## src/rtl/tcc_pkg.sv

```systemverilog
package tcc_pkg;
  typedef enum logic [1:0] {
    ACT_NONE   = 2'b00,
    ACT_LOW    = 2'b01,
    ACT_HIGH   = 2'b10,
    ACT_TOGGLE = 2'b11
  } pinAct_e;

  typedef struct packed {
    logic    loadInit;
    logic    initLvl;
    pinAct_e act;
    logic    capture;
    logic    setFlag;
  } strobe_t;
endpackage

```

## src/rtl/tcc_ctrl.sv

```systemverilog
module tcc_ctrl #(
  parameter int MODE_W      = 4,
  parameter int SYNC_STAGES = 2
) (
  input  logic              clk,
  input  logic              rstN,
  input  logic              cfgWe,
  input  logic [MODE_W-1:0] cfgMode,
  input  logic              cntEn,
  input  logic              eq,
  input  logic              bufMode,
  input  logic              pinIn,
  input  logic              nbrEvt,
  output tcc_pkg::strobe_t  stb,
  output logic              oe
);
  import tcc_pkg::*;

  localparam int SYNC_TOP = SYNC_STAGES - 1;

  logic [MODE_W-1:0]    modeQ;
  logic [SYNC_STAGES:0] syncQ;  // [SYNC_TOP] synchronised, [SYNC_STAGES] previous sample
  logic rise, fall, capSel, isCapMode, matchEvt, capEvt;

  always_ff @(posedge clk or negedge rstN) begin
    if (!rstN) begin
      modeQ <= '0;
      syncQ <= '0;
    end else begin
      if (cfgWe) modeQ <= cfgMode;
      syncQ <= {syncQ[SYNC_STAGES-1:0], pinIn};
    end
  end

  assign rise      = syncQ[SYNC_TOP] & ~syncQ[SYNC_STAGES];
  assign fall      = ~syncQ[SYNC_TOP] & syncQ[SYNC_STAGES];
  assign isCapMode = modeQ[3];

  always_comb begin
    unique case (modeQ[2:1])
      2'b00:   capSel = modeQ[0] ? fall : rise;
      2'b01:   capSel = rise | fall;
      default: capSel = nbrEvt;
    endcase
  end

  assign matchEvt = ~isCapMode & cntEn & eq & ~bufMode;
  assign capEvt   = isCapMode & capSel & ~bufMode;

  always_comb begin
    stb          = '0;
    stb.loadInit = cfgWe & ~cfgMode[3] & (cfgMode[1:0] != 2'b00);
    stb.initLvl  = cfgMode[2];
    stb.act      = matchEvt ? pinAct_e'(modeQ[1:0]) : ACT_NONE;
    stb.capture  = capEvt;
    stb.setFlag  = matchEvt | capEvt;
  end

  assign oe = ~isCapMode;
endmodule

```

## src/rtl/tcc_dpath.sv

```systemverilog
module tcc_dpath #(
  parameter int CNT_W = 16
) (
  input  logic             clk,
  input  logic             rstN,
  input  tcc_pkg::strobe_t stb,
  input  logic [CNT_W-1:0] cntVal,
  input  logic             grWe,
  input  logic [CNT_W-1:0] grWdata,
  input  logic             flagClr,
  output logic             eq,
  output logic [CNT_W-1:0] grQ,
  output logic             pinQ,
  output logic             flagQ
);
  import tcc_pkg::*;

  always_ff @(posedge clk or negedge rstN) begin
    if (!rstN) begin
      grQ   <= '0;
      pinQ  <= 1'b0;
      flagQ <= 1'b0;
    end else begin
      if (stb.capture)   grQ <= cntVal;
      else if (grWe)     grQ <= grWdata;

      if (stb.loadInit) pinQ <= stb.initLvl;
      else begin
        unique case (stb.act)
          ACT_LOW:    pinQ <= 1'b0;
          ACT_HIGH:   pinQ <= 1'b1;
          ACT_TOGGLE: pinQ <= ~pinQ;
          default:    pinQ <= pinQ;
        endcase
      end

      if (stb.setFlag)   flagQ <= 1'b1;
      else if (flagClr)  flagQ <= 1'b0;
    end
  end

  assign eq = (cntVal == grQ);
endmodule

```

## src/rtl/tmr_cc_chan.sv

```systemverilog
module tmr_cc_chan #(
  parameter int CNT_W       = 16,
  parameter int MODE_W      = 4,
  parameter int SYNC_STAGES = 2
) (
  input  logic              clk,
  input  logic              rstN,
  input  logic              cfgWe,
  input  logic [MODE_W-1:0] cfgMode,
  input  logic              grWe,
  input  logic [CNT_W-1:0]  grWdata,
  output logic [CNT_W-1:0]  grRdata,
  input  logic [CNT_W-1:0]  cntVal,
  input  logic              cntEn,
  input  logic              nbrCntEvt,
  input  logic              bufMode,
  input  logic              pinIn,
  input  logic              flagClr,
  output logic              pinOut,
  output logic              pinOe,
  output logic              flag
);
  tcc_pkg::strobe_t stb;
  logic eq;

  tcc_ctrl #(.MODE_W(MODE_W), .SYNC_STAGES(SYNC_STAGES)) u_ctrl (
    .clk(clk), .rstN(rstN), .cfgWe(cfgWe), .cfgMode(cfgMode), .cntEn(cntEn),
    .eq(eq), .bufMode(bufMode), .pinIn(pinIn), .nbrEvt(nbrCntEvt),
    .stb(stb), .oe(pinOe)
  );

  tcc_dpath #(.CNT_W(CNT_W)) u_dpath (
    .clk(clk), .rstN(rstN), .stb(stb), .cntVal(cntVal), .grWe(grWe),
    .grWdata(grWdata), .flagClr(flagClr), .eq(eq), .grQ(grRdata),
    .pinQ(pinOut), .flagQ(flag)
  );
endmodule

```

## config.mk

```make
export PLATFORM = sky130hd
export DESIGN_NAME = tmr_cc_chan
export DESIGN_NICKNAME = d
export VERILOG_FILES = /design/src/rtl/tcc_pkg.sv /design/src/rtl/tcc_ctrl.sv /design/src/rtl/tcc_dpath.sv /design/src/rtl/tmr_cc_chan.sv
export SDC_FILE = /design/constraint.sdc
export NUM_CORES = 1
export LEC_CHECK = 0
export BUFFER_PORTS_ARGS = -buffer_cell sky130_fd_sc_hd__clkbuf_2
export CELL_PAD_IN_SITES_DETAIL_PLACEMENT = 1
export CELL_PAD_IN_SITES_GLOBAL_PLACEMENT = 2
export CORE_MARGIN = 2
export CORE_UTILIZATION = 30
export CTS_BUF_LIST = sky130_fd_sc_hd__clkbuf_4
export CTS_CLUSTER_DIAMETER = 80
export CTS_CLUSTER_SIZE = 20
export DETAILED_ROUTE_END_ITERATION = 6
export GPL_TIMING_DRIVEN = 0
export PLACE_DENSITY_LB_ADDON = 0.1
export SYNTH_ARGS = -nofsm -noshare
export SYNTH_HDL_FRONTEND = slang
export SYNTH_SLANG_ARGS = --single-unit
```

## constraint.sdc

```tcl
create_clock -name clk -period 2.45 [get_ports clk]
set_clock_uncertainty 0.05 [all_clocks]
set_input_delay 0 -clock clk [delete_from_list [all_inputs] [get_ports clk]]
set_output_delay 0 -clock clk [all_outputs]
set_load 0.03 [all_outputs]
```

==> impl_metrics.tcl <==
set metrics [dict create \
    vias 1441 \
    reg2regPathDepth 9 \
    nNetsFinal 306 \
    synth_flop_cell "dfrtp_1" \
    worstReg2RegEnd "u_dpath.pinQ$_DFFE_PN0P_" \
    synth-seq-cells 25 \
    post-route-util 0.558 \
    tns_ns -0.204 \
    rsz0062_at_grt "yes" \
    grt_pass1_vias 1572 \
    finalWeightedCongestion 0.708 \
    ir_drop_v 0.000230 \
    routed_wl_um 4780 \
    grt_antenna_before_repair 0 \
    worstPathArrival_ns 2.78 \
    grt_pass1_wl_um 7330 \
    rows 25 \
    comb_power_share 0.419 \
    grt_usage 0.175 \
    startpoint_type "flop" \
    crit_type "flop to flop" \
    violations "negative hold slack, negative setup slack" \
    start_util 0.312 \
    mappedNetlistNets 171 \
    synth-edff-count 0 \
    area_growth_pct 78.7 \
    critical_path_peak_fanout 3 \
    swShare 0.357 \
    power_frac_seq 0.416 \
    cts_buffers 3 \
    syn-instance-count 122 \
    grt_overflow_total 0 \
    die_w_um 74.3 \
    clock_sinks 25 \
    core-area_um2 4750 \
    async_flop_share 1.00 \
    dpl.hpwl_um 2940 \
    hold_start "grWdata[7]" \
    placed_area_um2 1870 \
    crit_required_ns 2.65 \
    fin_crit_sh 1.05 \
    via_per_inst 4.46 \
    power.switching_uw 442 \
    avgSynthCellArea_um2 12.2 \
    drtAntennaViolNets 0 \
    powerDensity_nw_per_um2 468 \
    setup_viol 2 \
    root_buffer "clkbuf_4" \
    timing.fmax_mhz 388 \
    drive_gt1_frac 0.547 \
    hp-class "input pin to flop" \
    fillers 521 \
    yosysWarnings 0 \
    outcome "finished with violations" \
    leakagePower_uw 0.00128 \
    hold_violations 1 \
    worst_slack_ns -0.130 \
    drt_pass1_iterations 4 \
    relSlewSlack 0.556 \
    clockBufferDepth 2 \
    grt_max_degree 26 \
    cts.htree.levels 1 \
    synth_area_um2 1480 \
    cts_tree "built" \
    drcViolationCount 0 \
    endpoint_kind "flop" \
    io_buffers 61 \
    die_h_um 74.3 \
    r2r_slack_ns -0.13 \
    fin_hold_ws_ns -0.00963 \
    insertedDiodeCount 0 \
    die_area_um2 5520 \
    ys_seq_area_frac 0.422 \
    stdcell_area_um2 2650 \
    path_clk_slew_ns 0.16 \
    p_total_uw 1240 \
    wire_per_inst_um 14.8 \
    finalCriticalPeriod_ns 2.58 \
    clk_latency_ns 0.33 \
    r2r-start "u_dpath.grQ[6]$_DFFE_PN0P_" \
    synth_cell_types 32 \
    max-cap-violations 0 \
    drv_slew 0 \
    worst_pin_slew_ns 0.665 \
    hold_depth 3 \
    clockPowerShare 0.165 \
    detail_route.iter0.violations 16 \
    ios 64 \
    holdPathEnd "u_dpath.grQ[7]$_DFFE_PN0P_" \
    internal_power_uw 798 \
]
## synth_stat cells, types with 2 or more instances
cell type  count  area, um^2
mux2_2        24         270
a21oi_1        2        10.0
nand2_1        6        22.5
ha_1           4        50.1
nand3b_1       2        15.0
nor4_1         3        18.8
xor2_1        13         114
xnor2_1        3        26.3
dfrtp_1       25         626
mux2_4         9         135
nor3_1         2        10.0
o21ai_0        3        15.0
inv_1          7        26.3
## power by group through the flow
stage | logic, uW | clock network, uW | registers [uW]
floorplan | 167 | 0 | 599
global placement | 372 | 0 | 516
detailed placement | 380 | 0 | 519
CTS | 487 | 215 | 512
global route | 560 | 228 | 524
finish | 519 | 205 | 516
## through the flow
step	cells	setup slack (ns)
final	323	-0.130
after global placement	250	-0.178
after floorplan	122	0.0756
after global routing	323	-0.299
after detailed placement	250	-0.208
after CTS	312	-0.0768
## layer usage
layer  wire length [um]  vias up  GRT usage
met5                  0        -          0
met4                 54        0     0.0357
met3                161        4     0.0271
met2               2670       35      0.332
met1               1890      713      0.207
li1                   -      689          -
## how the worst max path moves through the flow
stage                                      from                        to  slack (ns)  depth (start not counted)
floorplan           u_dpath.grQ[15]$_DFFE_PN0P_  u_dpath.pinQ$_DFFE_PN0P_        0.08                          9
global placement    u_dpath.grQ[15]$_DFFE_PN0P_  u_dpath.pinQ$_DFFE_PN0P_       -0.18                          9
detailed placement  u_dpath.grQ[15]$_DFFE_PN0P_  u_dpath.pinQ$_DFFE_PN0P_       -0.21                          9
CTS                  u_dpath.grQ[4]$_DFFE_PN0P_  u_dpath.pinQ$_DFFE_PN0P_       -0.08                          9
global route         u_dpath.grQ[6]$_DFFE_PN0P_  u_dpath.pinQ$_DFFE_PN0P_       -0.30                          9
finish               u_dpath.grQ[6]$_DFFE_PN0P_  u_dpath.pinQ$_DFFE_PN0P_       -0.13                          9
## cell usage in the layout, fill, tap and decap left out, types with 6 or more instances in the layout
master,count
dfrtp_1,25
dlygate4sd3_1,45
xor2_1,10
clkbuf_2,61
nand2_1,6
inv_1,7
mux2_2,23
mux2_4,11
buf_4,24
## logic make-up after synthesis
group	synth area share
AO/OA/AOI/OAI	0.0422
buffers and inverters	0.0472
AND/OR/NAND/NOR	0.0734
multiplexers	0.288
flip-flops	0.422
adder cells (fa/ha/maj)	0.0337
XOR/XNOR	0.0944
## worst max-delay path: stages (launching register included)
cell and delay [ns]:
dfrtp_1 0.44, xor2_1 0.16, nor4_2 0.39, nand4_1 0.27
or3_4 0.46, ha_4 0.25, nand2b_1 0.07, a21oi_1 0.06
nand3b_1 0.18, o31ai_2 0.18
## area by class of cell
cell class,count,area (um^2),share of cell area
Clock buffer,3,22.5,0.00849
Inverter,7,26.3,0.00991
Multi-Input combinational cell,85,906,0.342
Clock inverter,1,7.51,0.00283
Tap cell,67,83.8,0.0316
Timing Repair Buffer,130,936,0.353
Buffer,5,43.8,0.0165
Sequential cell,25,626,0.236
## flip-flops by register name (all words and copies together) (netlist names)
name and count:
u_dpath.flagQ 1, u_ctrl.syncQ 3, u_ctrl.modeQ 4, u_dpath.pinQ 1, u_dpath.grQ 16
## repair_timing
item,CTS,global route
setup buffers,12,12
resized for setup,4,15
hold buffers,46,4
pin swaps,2,9
endpoints found under the setup margin,1,8
hold endpoints to repair,48,4
No activity file was read; power rests on OpenSTA's default activity.
